**config.mk**
```make
export PLATFORM = sky130hd
export DESIGN_NAME = pfs_seq
export DESIGN_NICKNAME = d
export VERILOG_FILES = /design/src/rtl/pfs_pkg.sv /design/src/rtl/pfs_tick_timer.sv /design/src/rtl/pfs_state_ctl.sv /design/src/rtl/pfs_access_gate.sv /design/src/rtl/pfs_seq.sv
export SDC_FILE = /design/constraint.sdc
export NUM_CORES = 1
export LEC_CHECK = 0
export CORE_AREA = 2 2 62 87
export CTS_CLUSTER_DIAMETER = 200
export DETAILED_ROUTE_END_ITERATION = 12
export DIE_AREA = 0 0 64 89
export HOLD_SLACK_MARGIN = 0.02
export PLACE_DENSITY_LB_ADDON = 0.15
export RECOVER_POWER = 100
export SETUP_SLACK_MARGIN = 0.15
export SYNTH_ARGS = -nofsm -noshare
export SYNTH_HDL_FRONTEND = slang
export SYNTH_SLANG_ARGS = --single-unit
export TNS_END_PERCENT = 5
```
**constraint.sdc**
```tcl
create_clock -name clk_i -period 3.25 [get_ports clk_i]
set_input_delay 0.325 -clock clk_i [delete_from_list [all_inputs] [get_ports clk_i]]
set_output_delay 0.325 -clock clk_i [all_outputs]
set_load 0.005 [all_outputs]
```
**src/rtl/pfs_pkg.sv**
```systemverilog
package pfs_pkg;
  typedef enum logic [2:0] {
    ST_NORMAL = 3'd0,
    ST_GRACE  = 3'd1,
    ST_PROT   = 3'd2,
    ST_BATT   = 3'd3,
    ST_RECOV  = 3'd4
  } pfs_state_e;

  function automatic int unsigned max_u(int unsigned a, int unsigned b);
    return (a > b) ? a : b;
  endfunction
endpackage

```
**src/rtl/pfs_tick_timer.sv**
```systemverilog
module pfs_tick_timer #(
  parameter int unsigned CW = 8
) (
  input  logic          clk_i,
  input  logic          rst_ni,
  input  logic          clr_i,
  input  logic          en_i,
  output logic [CW-1:0] cnt_o
);
  logic [CW-1:0] cnt_q;

  always_ff @(posedge clk_i or negedge rst_ni) begin
    if (!rst_ni)                  cnt_q <= '0;
    else if (clr_i)               cnt_q <= '0;
    else if (en_i && cnt_q != '1) cnt_q <= cnt_q + 1'b1;  // saturate
  end

  assign cnt_o = cnt_q;
endmodule

```
**src/rtl/pfs_state_ctl.sv**
```systemverilog
module pfs_state_ctl
  import pfs_pkg::*;
#(
  parameter int unsigned GRACE_CYC = 8,
  parameter int unsigned RECOV_CYC = 64,
  parameter int unsigned CW        = 8
) (
  input  logic          clk_i,
  input  logic          rst_ni,
  input  logic          supply_low_i,
  input  logic          supply_dead_i,
  input  logic          access_busy_i,
  input  logic [CW-1:0] cnt_i,
  output pfs_state_e    state_o,
  output logic          tmr_clr_o,
  output logic          tmr_en_o
);
  localparam logic [CW-1:0] GraceLast = CW'(GRACE_CYC - 1);
  localparam logic [CW-1:0] RecovLast = CW'(RECOV_CYC - 1);

  pfs_state_e state_q, state_d;

  always_comb begin
    state_d = state_q;
    unique case (state_q)
      ST_NORMAL: if (supply_low_i) state_d = access_busy_i ? ST_GRACE : ST_PROT;
      ST_GRACE:  if (!access_busy_i || cnt_i == GraceLast) state_d = ST_PROT;
      ST_PROT: begin
        if (supply_dead_i)      state_d = ST_BATT;
        else if (!supply_low_i) state_d = ST_RECOV;
      end
      ST_BATT:   if (!supply_dead_i) state_d = ST_PROT;
      ST_RECOV: begin
        if (supply_low_i)            state_d = ST_PROT;
        else if (cnt_i == RecovLast) state_d = ST_NORMAL;
      end
      default:   state_d = ST_PROT;
    endcase
  end

  always_ff @(posedge clk_i or negedge rst_ni) begin
    if (!rst_ni) state_q <= ST_PROT;
    else         state_q <= state_d;
  end

  assign state_o   = state_q;
  assign tmr_clr_o = (state_d != state_q);
  assign tmr_en_o  = (state_q == ST_GRACE) || (state_q == ST_RECOV);
endmodule

```
**src/rtl/pfs_access_gate.sv**
```systemverilog
module pfs_access_gate
  import pfs_pkg::*;
#(
  parameter int unsigned N_CTL = 3
) (
  input  pfs_state_e       state_i,
  input  logic [N_CTL-1:0] req_i,
  output logic [N_CTL-1:0] mem_o,
  output logic             protect_o,
  output logic             hiz_o,
  output logic             batt_sel_o
);
  logic open_q;

  assign open_q     = (state_i == ST_NORMAL) || (state_i == ST_GRACE);
  assign protect_o  = !open_q;
  assign hiz_o      = !open_q;
  assign batt_sel_o = (state_i == ST_BATT);

  for (genvar g = 0; g < N_CTL; g++) begin : g_gate
    assign mem_o[g] = req_i[g] & open_q;
  end
endmodule

```
**src/rtl/pfs_seq.sv**
```systemverilog
module pfs_seq
  import pfs_pkg::*;
#(
  parameter int unsigned GRACE_CYC = 8000,
  parameter int unsigned RECOV_CYC = 8000000
) (
  input  logic       clk_i,
  input  logic       rst_ni,
  input  logic       supply_low_i,
  input  logic       supply_dead_i,
  input  logic       access_busy_i,
  input  logic       req_en_i,
  input  logic       req_wr_i,
  input  logic       req_rd_i,
  output logic       mem_en_o,
  output logic       mem_wr_o,
  output logic       mem_rd_o,
  output logic       protect_o,
  output logic       hiz_o,
  output logic       batt_sel_o,
  output logic [2:0] state_o
);
  localparam int unsigned NCtl = 3;
  localparam int unsigned CW   = $clog2(max_u(GRACE_CYC, RECOV_CYC) + 1);

  pfs_state_e      state;
  logic            tmr_clr, tmr_en;
  logic [CW-1:0]   cnt;
  logic [NCtl-1:0] req, mem;

  pfs_tick_timer #(.CW(CW)) u_timer (
    .clk_i  (clk_i),
    .rst_ni (rst_ni),
    .clr_i  (tmr_clr),
    .en_i   (tmr_en),
    .cnt_o  (cnt)
  );

  pfs_state_ctl #(.GRACE_CYC(GRACE_CYC), .RECOV_CYC(RECOV_CYC), .CW(CW)) u_ctl (
    .clk_i         (clk_i),
    .rst_ni        (rst_ni),
    .supply_low_i  (supply_low_i),
    .supply_dead_i (supply_dead_i),
    .access_busy_i (access_busy_i),
    .cnt_i         (cnt),
    .state_o       (state),
    .tmr_clr_o     (tmr_clr),
    .tmr_en_o      (tmr_en)
  );

  assign req = {req_rd_i, req_wr_i, req_en_i};

  pfs_access_gate #(.N_CTL(NCtl)) u_gate (
    .state_i    (state),
    .req_i      (req),
    .mem_o      (mem),
    .protect_o  (protect_o),
    .hiz_o      (hiz_o),
    .batt_sel_o (batt_sel_o)
  );

  assign mem_en_o = mem[0];
  assign mem_wr_o = mem[1];
  assign mem_rd_o = mem[2];
  assign state_o  = state;
endmodule

```
==> flow_metrics.tcl <==
set metrics [dict create \
    stdcell_count 259 \
    peakVddDrop_v 0.000202 \
    slew_headroom_pct 5.85 \
    antenna-diode-count 0 \
    gr-total-overflow 0 \
    cts_max_level 1 \
    ys_ff_latch 26 \
    fin_ws_ns 0.737 \
    most-common-layout-cells "dfrtp_1, nor2_1, a21oi_1" \
    cts.sinks 26 \
    grt_first_pass_wirelength_um 6660 \
    crit_type "flip-flop to flip-flop" \
    path_cells "or4_1 -> nor4_1 -> a31oi_1 -> o32ai_4 -> clkbuf_2 -> nor2_1" \
    start_kind "flip-flop" \
    layout-drive-gt1-share_pct 11.3 \
    synth_edf_count 0 \
    cp.arrival_ns 2.66 \
    finalCriticalPeriod_ns 2.51 \
    timing.fmax_mhz 398 \
    fin_setup_tns_ns 0 \
    post_drt_wl_per_cell_um 14.9 \
    pin_count 17 \
    path_delay_family "simple AND/OR/NAND/NOR gates" \
    port_buffers 16 \
    fin_util_pct 39.2 \
    drt-initial-drc-count 35 \
    routed_via_density 5.43 \
    clockBufferDepth 2 \
    worstSetupEndpointType "flip-flop" \
    cts_buffers 3 \
    start_util_pct 34.4 \
    dpl.hpwl_um 2900 \
    multi_input_area_um2 920 \
    nFillCells 496 \
    synthDistinctLibCells 47 \
    clock-skew-final_ns 0.00697 \
    cts_tree "yes" \
    nets 205 \
    synth_flop_cell "dfrtp_1" \
    grt_pass1_vias 1418 \
    ys_seq_area_share_pct 39.1 \
    rows 30 \
    finalHoldViolCount 0 \
    die_h_um 89 \
    leakage_nw 0.707 \
    grt_max_degree 27 \
    rsz0062_at_grt "false" \
    gp_congestion 0.774 \
    reg2reg_setup_slack_ns 0.74 \
    p_per_area_nw_per_um2 515 \
    dpl_cell_area_um2 1860 \
    period_share_pct 77.3 \
    worstMarginPinSlew_ns 1.41 \
    cts.reportedPaths.clkPinSlew_ns 0.09 \
    cts_setup_buffers 0 \
    syn_to_final_growth_pct 14.0 \
    postCtsHoldBufs 0 \
    clk_latency_ns 0.28 \
    crit_path_max_incr_delay_ns 0.49 \
    antenna_found_initial 0 \
    ys_warn_count 0 \
    hold_class "flip-flop to flip-flop" \
    outcome "completed" \
    avgSynthCellArea_um2 9.25 \
    setup_viol 0 \
    async_flop_share_pct 100 \
    crit_required_ns 3.39 \
    cap_violations 0 \
    grt_util_all_layers_pct 15.0 \
    dp_slack_ns 1.02 \
    first_pass_iters 4 \
    cp_slowest_cell "or4_1" \
    ant_nets 0 \
    dieArea_um2 5700 \
    post_cts_resized 0 \
    core_area_um2 4840 \
    dp.cells 255 \
    die_w_um 64 \
    mostFrequentLayoutCell "dfrtp_1" \
    synth_nets 189 \
    num_vias 1406 \
    syn-cell-area_um2 1670 \
    maxSlewViolCount 0 \
    wl_um 3870 \
    critPathBufInv 1 \
    root_buffer "clkbuf_8" \
    drc 0 \
    syn_inst 180 \
    worstPathMaxFanout 23 \
    stdcell_area_um2 1900 \
    regArea_um2 652 \
]
[cell families after synthesis]
| group | count (synthesis) | share of synthesized area (%) |
|---|---|---|
| flops | 26 | 39.1 |
| buf+inv | 13 | 5.26 |
| simple gates | 89 | 31.9 |
| fa+ha+maj | 1 | 0.751 |
| compound gates | 35 | 14.4 |
| xor+xnor | 14 | 7.36 |
| mux | 2 | 1.20 |
[report_power, final]
part	switching, W	internal [W]	leakage (nW)
Sequential	0.0000547	0.000345	0.356
Clock	0.000108	0.000109	0.0288
Combinational	0.000204	0.000157	0.322
[registers in the layout (all words and copies together) (netlist names)]
name / flops
u_ctl.state_o: 3
u_timer.cnt_o: 23
[tightest hold or removal path, stage by stage (launching register included)]
cell     delay, ns
dfrtp_1       0.41
inv_1         0.06
a21oi_1       0.05
[metal layers]
layer,GRT usage (%),share of wire [%],vias up
li1,-,-,690
met1,16.2,43,689
met2,29.6,53,22
met3,2.14,2.6,5
met4,4.74,1.3,0
met5,0,0,-
[Yosys cell counts, drive strengths merged (6+ instances only)]
master | count | area share (%)
dfrtp | 25 | 38
nor2 | 21 | 4.9
a21oi | 12 | 3.6
nand2 | 10 | 2.3
nand4 | 10 | 4.1
or3 | 10 | 3.8
o21ai | 9 | 3.4
nor4 | 7 | 3.9
xnor2 | 7 | 3.7
xor2 | 7 | 3.7
inv | 6 | 1.4
[cell type report]
cell class                 count  area share [%]
multi-input combinational    141            48.5
inverter                       6            1.19
timing repair buffer          18            8.90
clock buffer                   4            2.90
tap                           64            4.22
sequential                    26            34.3
[through the flow]
step | hold WS (ns) | power [W]
after global placement | 0.521 | 0.000791
after CTS | 0.437 | 0.00101
final | 0.555 | 0.000978
after global routing | 0.581 | 0.00104
after floorplan | 0.0294 | 0.000680
after detailed placement | 0.542 | 0.000797
[final timing paths]
check,start,end,depth (start not counted)
max in group asynchronous,rst_ni,u_timer.cnt_o[19],2
hold reg to reg,u_timer.cnt_o[22],u_timer.cnt_o[22],2
hold / removal,u_timer.cnt_o[22],u_timer.cnt_o[22],2
setup / recovery,u_timer.cnt_o[17],u_timer.cnt_o[18],6
min in group asynchronous,rst_ni,u_timer.cnt_o[7],2
setup reg to reg,u_timer.cnt_o[17],u_timer.cnt_o[18],6
Power figures use the tool's default switching activity.
